===== src/rtl/tseq_pkg.sv =====
package tseq_pkg;

  localparam int OPT_W   = 4;
  localparam int CODE_W  = 4;
  localparam int STEP_W  = CODE_W + OPT_W;
  localparam int Q_AW    = OPT_W;
  localparam int Q_DEPTH = 1 << Q_AW;
  localparam int EVT_N   = 1 << (OPT_W - 1);
  localparam int OUT_N   = 1 << OPT_W;
  localparam int HADDR_W = Q_AW + 1;

  localparam logic [CODE_W-1:0] C_NOP   = 4'h0;
  localparam logic [CODE_W-1:0] C_WAIT  = 4'h1;
  localparam logic [CODE_W-1:0] C_DELAY = 4'h2;
  localparam logic [CODE_W-1:0] C_TRIG  = 4'h3;
  localparam logic [CODE_W-1:0] C_IRQ   = 4'h4;
  localparam logic [CODE_W-1:0] C_JUMP  = 4'hE;
  localparam logic [CODE_W-1:0] C_HALT  = 4'hF;

  localparam logic [HADDR_W-1:0] A_DELAY = 5'h10;
  localparam logic [HADDR_W-1:0] A_PW    = 5'h11;
  localparam logic [HADDR_W-1:0] A_DIV   = 5'h12;
  localparam logic [HADDR_W-1:0] A_WDLIM = 5'h13;
  localparam logic [HADDR_W-1:0] A_CTRL  = 5'h14;

  localparam int B_START = 0;
  localparam int B_STOP  = 1;
  localparam int B_CLR   = 2;
  localparam int B_WDEN  = 3;

  typedef struct packed {
    logic [CODE_W-1:0] code;
    logic [OPT_W-1:0]  opt;
  } step_t;

  typedef enum logic {S_IDLE, S_RUN} seq_state_e;

  // Jump destination: twice the option, folded into the queue range
  function automatic logic [Q_AW-1:0] jump_target(input logic [OPT_W-1:0] opt);
    logic [OPT_W:0] t;
    t = {opt, 1'b0};
    return t[Q_AW-1:0];
  endfunction

  // Wait condition: low option bits pick the input, top bit the level
  function automatic logic wait_met(input logic [EVT_N-1:0] evt,
                                    input logic [OPT_W-1:0] opt);
    return evt[opt[OPT_W-2:0]] == opt[OPT_W-1];
  endfunction

endpackage


===== src/rtl/tseq_tick_div.sv =====
module tseq_tick_div #(
  parameter int CNT_W = 16
) (
  input  logic             clk,
  input  logic             rst_n,
  input  logic             restart,
  input  logic [CNT_W-1:0] div_lim,
  output logic             tick
);

  logic [CNT_W-1:0] cnt;

  assign tick = (cnt >= div_lim);

  always_ff @(posedge clk or negedge rst_n) begin
    if (!rst_n)        cnt <= '0;
    else if (restart)  cnt <= '0;
    else if (tick)     cnt <= '0;
    else               cnt <= cnt + 1'b1;
  end


  tick_gap_chk: assert property (@(posedge clk) disable iff (!rst_n)
    (tick && div_lim != '0) |=> (!tick || div_lim == '0));

endmodule


===== src/rtl/tseq_step_queue.sv =====
module tseq_step_queue
  import tseq_pkg::*;
(
  input  logic              clk,
  input  logic              rst_n,
  input  logic              we,
  input  logic              lock,
  input  logic [Q_AW-1:0]   waddr,
  input  logic [STEP_W-1:0] wdata,
  input  logic [Q_AW-1:0]   raddr,
  output logic [STEP_W-1:0] rdata
);

  logic [STEP_W-1:0] mem [Q_DEPTH];
  logic              wr_ok;

  assign wr_ok = we && !lock;
  assign rdata = mem[raddr];

  always_ff @(posedge clk or negedge rst_n) begin
    if (!rst_n) begin
      for (int i = 0; i < Q_DEPTH; i++) mem[i] <= '0;
    end else if (wr_ok) begin
      mem[waddr] <= wdata;
    end
  end


  lock_hold_chk: assert property (@(posedge clk) disable iff (!rst_n)
    (we && lock) |=> (mem[$past(waddr)] == $past(mem[waddr])));

endmodule


===== src/rtl/tseq_watchdog.sv =====
module tseq_watchdog #(
  parameter int CNT_W = 16
) (
  input  logic             clk,
  input  logic             rst_n,
  input  logic             en,
  input  logic             arm,
  input  logic             step_end,
  input  logic             tick,
  input  logic             evt_met,
  input  logic [CNT_W-1:0] lim,
  output logic             expire
);

  logic [CNT_W-1:0] cnt;

  assign expire = en && arm && tick && !evt_met && (cnt >= lim);

  always_ff @(posedge clk or negedge rst_n) begin
    if (!rst_n)                 cnt <= '0;
    else if (!arm || step_end)  cnt <= '0;
    else if (tick && !expire)   cnt <= cnt + 1'b1;
  end


  wd_fresh_chk: assert property (@(posedge clk) disable iff (!rst_n)
    $rose(arm) |-> (cnt == '0));

endmodule


===== src/rtl/tseq_top.sv =====
module tseq_top
  import tseq_pkg::*;
#(
  parameter int CNT_W = 16
) (
  input  logic               clk,
  input  logic               rst_n,
  input  logic               host_we,
  input  logic [HADDR_W-1:0] host_addr,
  input  logic [CNT_W-1:0]   host_wdata,
  input  logic [EVT_N-1:0]   hw_evt,
  output logic [OUT_N-1:0]   trig_out,
  output logic [OUT_N-1:0]   irq_out,
  output logic               wd_irq,
  output logic               busy,
  output logic               err_flag
);

  // host side
  logic             q_we, ctrl_wr;
  logic             start_req, stop_req, clr_req, start_ok;
  logic [CNT_W-1:0] delay_lim, pw_lim, div_lim, wd_lim;
  logic             wd_en;

  // sequencer side
  seq_state_e        state;
  logic [Q_AW-1:0]   cur_ptr, next_ptr;
  logic [CNT_W-1:0]  step_cnt;
  logic [STEP_W-1:0] q_rdata;
  step_t             cmd;
  logic              tick, step_done, halt_now, advance;
  logic              is_wait, evt_ok, wd_expire;

  assign q_we      = host_we && !host_addr[HADDR_W-1];
  assign ctrl_wr   = host_we && (host_addr == A_CTRL);
  assign start_req = ctrl_wr && host_wdata[B_START];
  assign stop_req  = ctrl_wr && host_wdata[B_STOP];
  assign clr_req   = ctrl_wr && host_wdata[B_CLR];
  assign busy      = (state == S_RUN);
  assign start_ok  = !busy && start_req && !err_flag && !stop_req;

  always_ff @(posedge clk or negedge rst_n) begin
    if (!rst_n) begin
      delay_lim <= '0;
      pw_lim    <= '0;
      div_lim   <= '0;
      wd_lim    <= '0;
      wd_en     <= 1'b0;
    end else if (host_we) begin
      case (host_addr)
        A_DELAY: delay_lim <= host_wdata;
        A_PW:    pw_lim    <= host_wdata;
        A_DIV:   div_lim   <= host_wdata;
        A_WDLIM: wd_lim    <= host_wdata;
        A_CTRL:  wd_en     <= host_wdata[B_WDEN];
        default: ;
      endcase
    end
  end

  tseq_step_queue u_queue (
    .clk   (clk),
    .rst_n (rst_n),
    .we    (q_we),
    .lock  (busy),
    .waddr (host_addr[Q_AW-1:0]),
    .wdata (host_wdata[STEP_W-1:0]),
    .raddr (cur_ptr),
    .rdata (q_rdata)
  );

  tseq_tick_div #(.CNT_W(CNT_W)) u_div (
    .clk     (clk),
    .rst_n   (rst_n),
    .restart (start_ok),
    .div_lim (div_lim),
    .tick    (tick)
  );

  assign cmd     = step_t'(q_rdata);
  assign evt_ok  = wait_met(hw_evt, cmd.opt);
  assign is_wait = busy && (cmd.code == C_WAIT);

  // Step completion and the pointer that follows it
  always_comb begin
    step_done = 1'b1;
    halt_now  = 1'b0;
    next_ptr  = cur_ptr + 1'b1;
    case (cmd.code)
      C_WAIT:        step_done = evt_ok;
      C_DELAY:       step_done = (step_cnt >= delay_lim);
      C_TRIG, C_IRQ: step_done = (step_cnt >= pw_lim);
      C_JUMP:        next_ptr  = jump_target(cmd.opt);
      C_HALT:        halt_now  = (cmd.opt == '0);
      default:       step_done = 1'b1;
    endcase
  end

  assign advance = busy && tick && step_done;

  tseq_watchdog #(.CNT_W(CNT_W)) u_wd (
    .clk      (clk),
    .rst_n    (rst_n),
    .en       (wd_en),
    .arm      (is_wait),
    .step_end (advance),
    .tick     (tick),
    .evt_met  (evt_ok),
    .lim      (wd_lim),
    .expire   (wd_expire)
  );

  always_ff @(posedge clk or negedge rst_n) begin
    if (!rst_n) begin
      state    <= S_IDLE;
      cur_ptr  <= '0;
      step_cnt <= '0;
      err_flag <= 1'b0;
      wd_irq   <= 1'b0;
    end else begin
      wd_irq <= wd_expire;
      if (wd_expire)    err_flag <= 1'b1;
      else if (clr_req) err_flag <= 1'b0;

      if (stop_req) begin
        state <= S_IDLE;
      end else if (!busy) begin
        if (start_ok) begin
          state    <= S_RUN;
          cur_ptr  <= '0;
          step_cnt <= '0;
        end
      end else if (wd_expire) begin
        state <= S_IDLE;
      end else if (advance) begin
        if (halt_now) state <= S_IDLE;
        else          cur_ptr <= next_ptr;
        step_cnt <= '0;
      end else if (tick) begin
        step_cnt <= step_cnt + 1'b1;
      end
    end
  end

  // One decoded line per output, live for the whole step
  for (genvar g = 0; g < OUT_N; g++) begin : g_out
    assign trig_out[g] = busy && (cmd.code == C_TRIG) && (cmd.opt == OPT_W'(g));
    assign irq_out[g]  = busy && (cmd.code == C_IRQ)  && (cmd.opt == OPT_W'(g));
  end


  one_pulse_chk: assert property (@(posedge clk) disable iff (!rst_n)
    $onehot0({wd_irq, irq_out, trig_out}));


  wd_halt_chk: assert property (@(posedge clk) disable iff (!rst_n)
    wd_expire |=> (!busy && err_flag && wd_irq));


  err_block_chk: assert property (@(posedge clk) disable iff (!rst_n)
    (err_flag && !busy) |=> !busy);


  stop_now_chk: assert property (@(posedge clk) disable iff (!rst_n)
    stop_req |=> (!busy && trig_out == '0 && irq_out == '0));


  jump_dest_chk: assert property (@(posedge clk) disable iff (!rst_n)
    (busy && tick && cmd.code == C_JUMP && !stop_req)
      |=> (cur_ptr == jump_target($past(cmd.opt))));

endmodule


===== config.mk =====
export PLATFORM = sky130hd
export DESIGN_NAME = tseq_top
export DESIGN_NICKNAME = d
export VERILOG_FILES = /design/src/rtl/tseq_pkg.sv /design/src/rtl/tseq_tick_div.sv /design/src/rtl/tseq_step_queue.sv /design/src/rtl/tseq_watchdog.sv /design/src/rtl/tseq_top.sv
export SDC_FILE = /design/constraint.sdc
export NUM_CORES = 1
export LEC_CHECK = 0
export BUFFER_PORTS_ARGS = -buffer_cell sky130_fd_sc_hd__buf_2
export CAP_MARGIN = 0
export CORE_AREA = 2 2 153 155
export CTS_BUF_LIST = sky130_fd_sc_hd__clkbuf_8
export CTS_CLUSTER_DIAMETER = 100
export CTS_CLUSTER_SIZE = 12
export DETAILED_ROUTE_END_ITERATION = 16
export DIE_AREA = 0 0 155 157
export MAX_ROUTING_LAYER = met4
export PLACE_DENSITY = 0.77
export RECOVER_POWER = 50
export SLEW_MARGIN = 20
export SYNTH_ARGS = -nofsm -noshare
export SYNTH_HDL_FRONTEND = slang
export SYNTH_SLANG_ARGS = --single-unit

===== constraint.sdc =====
create_clock -name clk -period 4 [get_ports clk]
set_input_delay 1.2 -clock clk [delete_from_list [all_inputs] [get_ports clk]]
set_output_delay 1.2 -clock clk [all_outputs]
set_load 0.1 [all_outputs]

==> summary.md, run 1 <==
The die covers 24300 sq um. The completed layout was analyzed and its total power is 8100 uW. The netlist uses 63 different library cells.

Synthesis produced 1178 cells. By area, the combinational part of the netlist is dominated by multiplexers. The number of DRC markers in iteration 0 came out at 620. After floorplanning, the core was divided into 55 placement rows. The max-slew violation count was 83. Counting flops with an async set or reset pin after synthesis yields a share of 100%. After synthesis the netlist holds a flip-flop and latch count of 248. The tools report the data required time of the critical path as 2.80 ns.

The number of nets produced by synthesis came out at 1278. In this run the most critical hold path is launched from u_queue.mem[14]. The run gives 1 as the H-tree depth. The number of nets in the layout came out at 1396. Across every metal layer, demand over resource in global routing totals 29.1%. The internal portion of the total power is 5170 uW. For this run, design rule violations remaining after detail routing come to 0. The worst hold path cell count works out to 1. The clock network burns 17.7% of the power. Clock-pin slew was measured on the worst setup and hold paths at 0.09 ns. The tools report the type of element launching the critical path as a flip-flop. The synthesized design devotes to its leading area cell type 46.3% of total area. By instance count, the leading cell after synthesis is sky130_fd_sc_hd__dfrtp_1. Across the VDD grid, the largest voltage drop is 374 uV. The pre-antenna-repair detailed-routing pass consisted of 5 iterations.

Once placement finished, the instance area stood at 15100 sq um. For the peak clock frequency supported by timing, the log shows 232 MHz. By count the netlist is led by sky130_fd_sc_hd__dfrtp_1 (248), sky130_fd_sc_hd__mux2_2 (182), sky130_fd_sc_hd__nand2_1 (77). TritonCTS built the clock tree. For the worst relative slew slack, the log shows -35.9%.

For this run, the number of Yosys warnings is 0. For the number of maximum-capacitance violations, the log shows 1. The switching share of total power works out to 36.2%.

The area growth from synthesis to layout is 20.0%. The tools report the wire length after detailed routing as 34000 um. The sequential cells in the finished layout cover a total of 6210 sq um.

The path class of the tightest hold or removal check is reg -> reg. The count of antenna-violating nets left after detailed routing was 0; the final period demand of the worst path was 4.32 ns. The average instance in the mapped netlist occupies 11.4 sq um.

The die height was 157 um; the transition time at the pin with the least slew margin was 2.04 ns. CTS saw 248 sinks. The share of post-route cells with drive strength above 1 is 37.9%.

Setup violations remaining at the end of the flow were counted as 32. The final reports fail on capacitance limit, slew limit, setup timing. For the worst flop-to-flop path, the logic depth is 14.

The via count of the first global-routing pass is 10.2k, and the total of fill cells in the finished design is 1525. Sequential cells were found to cover 46.3% of the synthesized design area. The remaining global-route overflow is 0.

Entering global routing, the biggest net connects 83 pins. STA classifies the critical path endpoint as an output port. The repair_antennas step left the layout with diodes totalling 0.

The adder-cell share of the synthesized area came out at 6.35%. The final-layout worst hold slack is 0.509 ns. First-pass GRT wire length: 54300 um.

Measured against the total synthesized area, the mux share comes to 21.3%. After detailed routing, the number of vias per cell comes to 6.30. For the worst setup skew after layout, the log shows 0.0169 ns. For the signal arrival time at the worst endpoint, the log shows 3.12 ns. The worst hold path terminates at u_queue.mem[14].

sky130_fd_sc_hd__dfrtp_1 takes more of the synthesized area than any other cell. The count of endpoints failing hold in the final timing report was 0; the area taken by multi-input logic gates was 7270 sq um. The leakage dissipation came out at 0.00706 uW. Total standard cell area after synthesis: 13400 sq um.

The worst setup path is of the reg -> out kind. The area fraction in compound gates after synthesis is 8.69%, and the power per cell area is 504 nW/um^2. During I/O placement, the number of pins put on the boundary was 67. The count of input and output buffers is 66, and the number of buffers created by CTS is 24. Detailed placement finished with a half-perimeter wire length of 23100 um. Summing the areas of all xor and xnor instances in the mapped netlist gives 1.11% of the synthesized area. The logs give 0.55 ns for the clock insertion delay at the later pin of the skew report and 41.1% for the share of total power in combinational logic. The detailed router placed 9966 vias in this run. The worst register-to-register path ends at cur_ptr[0]. The most used flip-flop cell after synthesis is sky130_fd_sc_hd__dfrtp_1. For the weighted congestion at the end of routability-driven global placement, the log shows 0.879. The cell chosen for the clock root is sky130_fd_sc_hd__clkbuf_8.

For the initial antenna violation count, the log shows 0. Measured along the x axis, the die boundary spans 155 um. The run gives 3 as the maximum root-to-sink buffer count. The run finished, with violations left. The run gives 2930 uW as the reported net switching power. The startpoint identified for the worst register-to-register timing path is cur_ptr[0]. Setup slack on the worst reg-to-reg path comes out at 0.13 ns.

The smallest setup slack after layout was -0.316 ns. Once layout is done, the placed cells without fillers occupy 16100 sq um. Post-route core utilization: 71.5%.

The number of flops mapped to enable cells by yosys came out at 0. Per report_power, the sequential group accounts for 41.2% of the total. Wire length per cell: 21.5 um. The effective utilization at floorplan came out at 59.6%. Setup repair after global routing could not meet its margin everywhere. Worst slack at placement: 0.0561 ns.

In the post-synthesis netlist, the biggest area contributors are sky130_fd_sc_hd__dfrtp_1 (46%), sky130_fd_sc_hd__mux2_2 (15%), sky130_fd_sc_hd__ha_1 (6.3%). The area fraction in and, or, nand and nor cells after synthesis is 12.0%, and the maximum net fanout on the critical path is 8. The tools report the core region area as 22500 sq um. In the finished design, the share of the clock period the worst path needs comes to 108%.
## layout by cell type, fill, tap and decap left out, types with 31 or more instances in the layout
cell                      instances
sky130_fd_sc_hd__nand2_1         67
sky130_fd_sc_hd__mux2_2         182
sky130_fd_sc_hd__buf_2           34
sky130_fd_sc_hd__nor2_1          45
sky130_fd_sc_hd__inv_1           72
sky130_fd_sc_hd__dfrtp_1        246
sky130_fd_sc_hd__ha_1            68
sky130_fd_sc_hd__o21ai_0         45
sky130_fd_sc_hd__nand3_1         31
sky130_fd_sc_hd__a21oi_1         34
sky130_fd_sc_hd__buf_4           58
sky130_fd_sc_hd__buf_12          38
## repair_timing
item                       in CTS  in global routing
pin swaps                      35                 21
setup buffers                  27                  8
gates cloned                    1                  0
hold buffers                    0                  0
resized for setup              68                 16
setup endpoints to repair      32                 51
## registers in the layout, summed over array words and instances, names as in the netlist
signal       count
wd_irq           1
wd_lim          16
div_lim         16
delay_lim       16
busy             1
pw_lim          16
u_div.cnt       16
cur_ptr          4
u_queue.mem    128
u_wd.cnt        16
wd_en            1
step_cnt        16
err_flag         1
## routing by layer
| metal | up-vias | routed length (um) | global-route usage (%) |
|---|---|---|---|
| met4 | 0 | 1680 | 12.3 |
| li1 | 4493 | - | - |
| met1 | 5019 | 13500 | 35.8 |
| met3 | 132 | 1730 | 4.49 |
| met2 | 322 | 17200 | 48.4 |
| met5 | - | 0 | - |
## critical path, stage by stage (launching register included)
cell and delay [ns]:
sky130_fd_sc_hd__dfrtp_2 0.45, sky130_fd_sc_hd__buf_12 0.16, sky130_fd_sc_hd__mux4_2 0.51, sky130_fd_sc_hd__a22oi_2 0.20, sky130_fd_sc_hd__nand3_2 0.13, sky130_fd_sc_hd__nor2_4 0.14
sky130_fd_sc_hd__and4b_4 0.31, sky130_fd_sc_hd__buf_6 0.14, sky130_fd_sc_hd__nand2_8 0.07, sky130_fd_sc_hd__buf_6 0.14, sky130_fd_sc_hd__nor2_4 0.13, sky130_fd_sc_hd__buf_12 0.19
## cell families after synthesis
group	Yosys count
AOI/OAI and AO/OA	167
xor gates and xnor gates	17
adders and majority gates	68
buffers and inverters	132
DFF	248
muxes	229
and+or+nand+nor	317
## metrics by stage
step	instances	setup TNS, ns
3_3_place_gp	1520	0
6_report	1582	-7.29
3_5_place_dp	1520	0
2_1_floorplan	1178	-1.95
4_1_cts	1575	-6.83
5_1_grt	1582	-10.48
## worst max path at each step
stage	start	endpoint	slack [ns]	cells past startpoint
after floorplan	cur_ptr[0]	irq_out[1]	-0.24	11
after global placement	cur_ptr[0]	trig_out[4]	0.12	10
after detailed placement	cur_ptr[0]	trig_out[4]	0.06	10
after CTS	cur_ptr[0]	trig_out[12]	-0.31	12
after global routing	cur_ptr[0]	trig_out[4]	-0.40	11
final	cur_ptr[0]	irq_out[6]	-0.32	11
## power groups by stage
stage	logic (uW)	clock network [uW]	registers [uW]
final	3330	1440	3340
after global routing	3600	1550	3390
after CTS	3200	1470	3320
after detailed placement	2730	0	3370
after global placement	2610	0	3340
after floorplan	2000	0	3260
## final cells by class
class	count	share of cell area, %
tap	285	2.22
sequential	248	38.6
clock inverter	2	0.210
inverter	71	1.66
timing repair buffer	153	9.95
multi-input combinational	798	45.2
clock buffer	25	2.14
(Power assumes the default switching activity.)
==> inputs of run 2 (changes only) <==
Settings changed: CORE_AREA 2 2 153 155 to 2 2 182 184, DIE_AREA 0 0 155 157 to 0 0 184 186, PLACE_DENSITY 0.77 to not set, PLACE_DENSITY_LB_ADDON set to 0.1.
==> summary.md, run 2 (synthesized netlist as in run 1, its figures left out) <==
For the number of remaining DRC errors, the log shows 0 (unchanged). The switching share of total power was 36.1% (-0.15 points); the die height was 186 um (+18%). The critical path is of the reg -> out type.

The library cell used most frequently in the layout, excluding fill and tap cells, is sky130_fd_sc_hd__dfrtp_1. The non-filler instance count after layout is 1700 (+7.5%). Maximum root-to-sink buffer count: 3 (unchanged). Kind of capture point of the worst setup path: an output port.

The number of buffers inserted for hold repair after clock tree synthesis was 0 (unchanged); the core region area was 32200 sq um (+43%). The tightest min-delay check is of the reg -> reg type. The width of the chip works out to 184 um (+19%). The wire length per cell works out to 20.0 um (-7.2%). Register with the most flip-flops: u_queue.mem. The power after layout was 7970 uW (-1.6%). The run gives 0.00702 uW (-0.62%) as the leakage dissipation. Relative to the synthesized area, the layout overhead comes to 20.2%.

The signal arrival time at the worst endpoint is 3.13 ns (about the same), and the transition time at the pin with the least slew margin is 2.36 ns (+0.326 ns). The number of vias in the routed layout is 9394 (-5.7%), and the number of nets in the layout is 1391 (-0.36%). The H-tree depth came out at 1 (unchanged). STA classifies the critical path startpoint as a flip-flop. The count of antenna-violating nets left after detailed routing was 0 (unchanged); the worst setup skew after layout was 0.0166 ns (-0.000238 ns).

The tools report the clock group share of total power as 18.7% (+1.0 points). The data required time of the critical path is 2.80 ns (about the same), and the worst supply voltage drop on vdd is 312 uV (-17%). The post-route core utilization is 50.1% (-21 points), and the antenna diode instance count is 0 (unchanged).

The share of total power in combinational logic was 39.7% (-1.4 points). The tools report the reported net switching power as 2880 uW (-2.0%). Cell chosen for the clock root: sky130_fd_sc_hd__clkbuf_8.

The tools report the combined global-route utilization of all metal layers as 21.1% (-8.0 points). Per-cell via count in the routed design: 5.53 (-12%). The power per cell area was 495 nW/um^2 (-1.8%); the clock-pin slew on the worst setup and hold paths was 0.09 ns (about the same). The run gives -0.335 ns (-0.0185 ns) as the smallest setup slack after layout. The worst relative slew slack was -57.6% (-22 points); the count of endpoints failing hold in the final timing report was 0 (unchanged). The maximum net fanout on the critical path is 7 (-1), and the total die area is 34200 sq um (+41%). The run gives 248 (unchanged) as the number of sinks on the clock net.

The number of maximum-capacitance violations is 1 (unchanged). In the layout the commonest cells are sky130_fd_sc_hd__dfrtp_1 (246), sky130_fd_sc_hd__mux2_2 (182), sky130_fd_sc_hd__inv_1 (72), sky130_fd_sc_hd__ha_1 (68), sky130_fd_sc_hd__nand2_1 (66). The peak clock frequency supported by timing was 231 MHz (-0.43%); the final period demand of the worst path was 4.33 ns (+0.0185 ns).

The tools report the initial antenna violation count as 0 (unchanged). The run gives 5 (unchanged) as the number of search-and-repair iterations in the first detailed-routing pass. The remaining global-route overflow came out at 0 (unchanged).

The logs give 33900 um (-0.30%) for the wire length after detailed routing and 67 (unchanged) for the number of primary I/O pins. TritonCTS built the clock tree. The share of post-route cells with drive strength above 1 came out at 37.5% (-0.39 points).

The number of buffers created by CTS was 24 (unchanged). The sequential share of power was 41.6% (+0.4 points). The share of the clock period used by the worst path was 108% (+0.46 points); the max-slew violation count was 93 (+12%). The logs give 1648 (+8.4%) for the number of cells in the design after placement and 9556 (-6.5%) for the via count of the first global-routing pass. For the worst slack at placement, the log shows -0.127 ns (-0.183 ns). The largest net degree at the start of global routing is 93 (+12%).

The tools report the effective utilization at floorplan as 41.6% (-18 points). The flip-flop count of the largest register after layout was 128 (unchanged); the weighted congestion at the end of routability-driven global placement was 0.865 (-1.6%). The checks that failed: capacitance limit, slew limit, setup timing. The clock insertion delay at the later pin of the skew report was 0.57 ns (+0.02 ns); the count of input and output buffers was 66 (unchanged). The run gives 66 (+20%) as the site row count. For the post-detailed-placement half-perimeter wirelength, the log shows 23900 um (+3.8%). Setup repair after global routing could not meet its margin everywhere. For the total setup violations reported at the end of the flow, the log shows 32 (unchanged). Number of DRC markers in iteration 0: 497 (-20%). The internal power contribution was 5100 uW (-1.3%); the post-route setup TNS was -7.90 ns (-0.608 ns).

The flow ran to the end, but the final reports show violations. The first-pass GRT wire length came out at 54800 um (+0.87%).
[run 2: per-layer routing]
layer | share of wire, % | wire [um] | up-vias | GRT usage (%)
met5 | 0 | 0 | - | -
met3 | 3.1 | 1050 | 42 | 2.52
met1 | 44 | 15100 | 4726 | 27.6
met2 | 50 | 17000 | 144 | 35.2
li1 | - | - | 4482 | -
met4 | 2.5 | 836 | 0 | 5.25
[run 2: layout make-up]
class | instances | area, sq um
Fill cell | 2883 | 16100
Multi-Input combinational cell | 798 | 7230
Sequential cell | 248 | 6210
Timing Repair Buffer | 148 | 1530
Tap cell | 408 | 510
Clock buffer | 25 | 344
Inverter | 71 | 267
Clock inverter | 2 | 33.8
[run 2: path summary, 6_finish.rpt]
| path | startpoint | endpoint | slack, ns | cells after the start |
|---|---|---|---|---|
| worst max-delay path | cur_ptr[0] | irq_out[8] | -0.33 | 9 |
| worst min-delay path | u_queue.mem[104] | u_queue.mem[104] | 0.50 | 1 |
| worst max register to register | cur_ptr[0] | step_cnt[11] | 0.12 | 14 |
| worst min register to register | u_queue.mem[104] | u_queue.mem[104] | 0.50 | 1 |
| max in group asynchronous | rst_n | cur_ptr[0] | 0.43 | 2 |
| min in group asynchronous | rst_n | u_div.cnt[13] | 1.35 | 1 |
[run 2: worst max-delay path, stage by stage (launching register included)]
cell and delay, ns:
sky130_fd_sc_hd__dfrtp_2 0.44, sky130_fd_sc_hd__buf_12 0.14, sky130_fd_sc_hd__mux4_2 0.51, sky130_fd_sc_hd__a22oi_2 0.27, sky130_fd_sc_hd__nand3_2 0.15, sky130_fd_sc_hd__and4b_4 0.46
sky130_fd_sc_hd__buf_6 0.15, sky130_fd_sc_hd__nand2_8 0.07, sky130_fd_sc_hd__nor3_4 0.17, sky130_fd_sc_hd__buf_12 0.20
[run 2: power by group through the flow]
| stage | clock network (uW) | logic (uW) | registers, uW |
|---|---|---|---|
| after global routing | 1650 | 3470 | 3390 |
| after floorplan | 0 | 2000 | 3260 |
| after global placement | 0 | 2760 | 3360 |
| after detailed placement | 0 | 2810 | 3370 |
| final | 1490 | 3160 | 3320 |
| after CTS | 1560 | 3110 | 3320 |
[run 2: what timing repair did]
item                                    4_1_cts  5_1_grt
gates cloned                                  0        0
pin swaps                                    26       12
endpoints found under the setup margin       32       50
setup buffers                                18        9
gates resized for setup                      51       19
[run 2: through the flow]
| stage | hold slack [ns] | cell area [sq um] |
|---|---|---|
| floorplan | 0.473 | 13700 |
| global placement | 0.483 | 15300 |
| finish | 0.503 | 16100 |
| detailed placement | 0.488 | 15300 |
| global route | 0.520 | 16100 |
| CTS | 0.507 | 16000 |
==> inputs of run 3 (changes only) <==
Settings changed: PLACE_DENSITY_LB_ADDON 0.1 to 0.3.
==> summary.md, run 3 (synthesized netlist as in run 1, its figures left out) <==
For the core region area, the log shows 32200 sq um (unchanged). The final reports fail on capacitance limit, slew limit, setup timing. For the first-pass GRT wire length, the log shows 52700 um (-3.8%). The tools report the clock insertion delay at the later pin of the skew report as 0.56 ns (about the same). The relative area change from synthesis to final layout is 20.3% (about the same). For the total placed instance area, the log shows 15200 sq um (-0.57%). For the peak clock frequency supported by timing, the log shows 231 MHz (about the same). The worst supply voltage drop on vdd was 263 uV (-16%); the total setup violations reported at the end of the flow was 44 (+38%). The post-route setup TNS came out at -8.55 ns (-0.650 ns).

Ranked by flip-flop count, first place goes to u_queue.mem. Remaining global-route overflow: 0 (unchanged). Max-slew violation count: 79 (-15%). Most common cell after layout, fill and taps aside: sky130_fd_sc_hd__dfrtp_1. The worst slack at placement was 0.00271 ns (+0.129 ns); the number of vias in the routed layout was 9537 (+1.5%). The number of search-and-repair iterations in the first detailed-routing pass was 6 (+1); the number of sinks on the clock net was 248 (unchanged). The clock-pin slew on the worst setup and hold paths works out to 0.08 ns (about the same). For the via count of the first global-routing pass, the log shows 9558 (+0.021%). The category of the most critical setup path was reg -> out.

The final instance area was 16100 sq um (about the same). The logs give 1387 (-0.29%) for the number of nets in the layout and 1 (unchanged) for the number of maximum-capacitance violations. The post-detailed-placement half-perimeter wirelength is 22900 um (-4.4%), and the number of buffers created by CTS is 24 (unchanged). The count of endpoints failing hold in the final timing report came out at 0 (unchanged).

The run gives 3 (unchanged) as the maximum root-to-sink buffer count. The initial antenna violation count came out at 1 (+1). The per-cell via count in the routed design is 5.62 (+1.7%), and the weighted congestion at the end of routability-driven global placement is 0.798 (-7.8%). The data required time of the critical path was 2.80 ns (about the same).

The width of the chip was 184 um (unchanged); the wire length after detailed routing was 33000 um (-2.8%). The share of the clock period used by the worst path works out to 108% (about the same). The power per cell area was 493 nW/um^2 (-0.35%). The flow ran to the end, but the final reports show violations.

Largest net degree at the start of global routing: 79 (-15%). The signal arrival time at the worst endpoint is 3.13 ns (about the same). TritonCTS built the clock tree. The die height was 186 um (unchanged); the number of remaining DRC errors was 0 (unchanged). The final period demand of the worst path works out to 4.33 ns (-0.00224 ns). The worst hold path belongs to the class reg -> reg. The final-layout worst hold slack is 0.504 ns (+0.00105 ns), and the number of primary I/O pins is 67 (unchanged). The tools report the effective utilization at floorplan as 41.6% (unchanged). The H-tree depth was 1 (unchanged); the flip-flop count of the largest register after layout was 128 (unchanged). The run gives 34200 sq um (unchanged) as the total die area. The run gives 550 (+11%) as the number of DRC markers in iteration 0. In the layout the commonest cells are sky130_fd_sc_hd__dfrtp_1 (244), sky130_fd_sc_hd__mux2_2 (181), sky130_fd_sc_hd__inv_1 (72), sky130_fd_sc_hd__ha_1 (68), sky130_fd_sc_hd__nand2_1 (66). The tools report the site row count as 66 (unchanged). The tools report the smallest setup slack after layout as -0.333 ns (+0.00224 ns).

The transition time at the pin with the least slew margin is 2.00 ns (-0.360 ns), and the count of input and output buffers is 66 (unchanged). The kind of capture point of the worst setup path was an output port. The wire length per cell was 19.4 um (-2.6%); the leakage dissipation was 0.00703 uW (about the same).

Setup repair after global routing could not meet its margin everywhere. The share of post-route cells with drive strength above 1 is 37.8% (+0.27 points), and the combined global-route utilization of all metal layers is 20.0% (-1.1 points). The maximum net fanout on the critical path works out to 5 (-2). The cell chosen for the clock root is sky130_fd_sc_hd__clkbuf_8. The run gives 0 (unchanged) as the count of antenna-violating nets left after detailed routing.

The tools report the number of buffers inserted for hold repair after clock tree synthesis as 0 (unchanged). The worst setup skew after layout came out at 0.0230 ns (+0.00636 ns). The run gives -33.6% (+24 points) as the worst relative slew slack. The tools report the type of element launching the critical path as a flip-flop.
[run 3: cell types whose count changed in the layout (fill, tap and decap cells not counted), moves of 3 or more]
cell / change
sky130_fd_sc_hd__o311ai_4: +3
sky130_fd_sc_hd__o311ai_2: -3
sky130_fd_sc_hd__clkbuf_2: -3
sky130_fd_sc_hd__buf_6: -4
[run 3: final timing paths]
path | to | depth (start not counted) | slack [ns] | from
setup / recovery | irq_out[2] | 12 | -0.33 | cur_ptr[0]
hold / removal | u_queue.mem[42] | 1 | 0.50 | u_queue.mem[42]
setup reg to reg | step_cnt[11] | 20 | -0.10 | cur_ptr[0]
hold reg to reg | u_queue.mem[42] | 1 | 0.50 | u_queue.mem[42]
max in group asynchronous | u_queue.mem[30] | 2 | 0.57 | rst_n
min in group asynchronous | u_div.cnt[12] | 1 | 1.19 | rst_n
[run 3: per-layer routing]
metal  global-route usage, %  part of all wire [%]  wire, um  up-vias
met2                    34.1                    50     16500      147
met4                    4.16                   2.3       748        0
met5                       -                     0         0        -
met3                    2.54                   3.4      1110       54
li1                        -                     -         -     4475
met1                    25.7                    44     14600     4861
[run 3: layout make-up]
class	count	area [sq um]
Antenna cell	1	2.50
Tap cell	408	510
Multi-Input combinational cell	798	7250
Timing Repair Buffer	144	1500
Fill cell	2823	16100
Clock inverter	2	33.8
Sequential cell	248	6210
Clock buffer	25	344
Inverter	71	267
[run 3: worst max-delay path, stage by stage (launching register included)]
cell and delay, ns:
sky130_fd_sc_hd__dfrtp_2 0.47, sky130_fd_sc_hd__buf_12 0.15, sky130_fd_sc_hd__mux4_2 0.52, sky130_fd_sc_hd__a22oi_2 0.25, sky130_fd_sc_hd__nand3_2 0.12, sky130_fd_sc_hd__buf_4 0.15
sky130_fd_sc_hd__buf_4 0.14, sky130_fd_sc_hd__and4b_4 0.23, sky130_fd_sc_hd__buf_4 0.15, sky130_fd_sc_hd__buf_6 0.12, sky130_fd_sc_hd__nand2_8 0.07, sky130_fd_sc_hd__nor2_4 0.04
sky130_fd_sc_hd__buf_12 0.17
[run 3: repair_timing]
action,CTS,global route
pin swaps,14,38
setup endpoints to repair,32,66
endpoints found under the hold margin,0,0
resized for setup,31,46
gates cloned,1,0
setup buffers,15,17
[run 3: through the flow]
stage               total power [uW]  util (%)  cells
CTS                             7800      49.2   1681
detailed placement              6050      47.1   1638
finish                          7950      50.1   1697
global placement                5950      47.1   1638
floorplan                       5260         -   1178
global route                    8460      50.1   1697
[run 3: power by group]
| part | total, uW | leakage, uW | internal [uW] | switching, uW |
|---|---|---|---|---|
| logic | 3140 | 0.00370 | 1500 | 1640 |
| registers | 3350 | 0.00312 | 2980 | 372 |
| clock network | 1450 | 0.000199 | 623 | 830 |
| total | 7950 | 0.00703 | 5100 | 2850 |
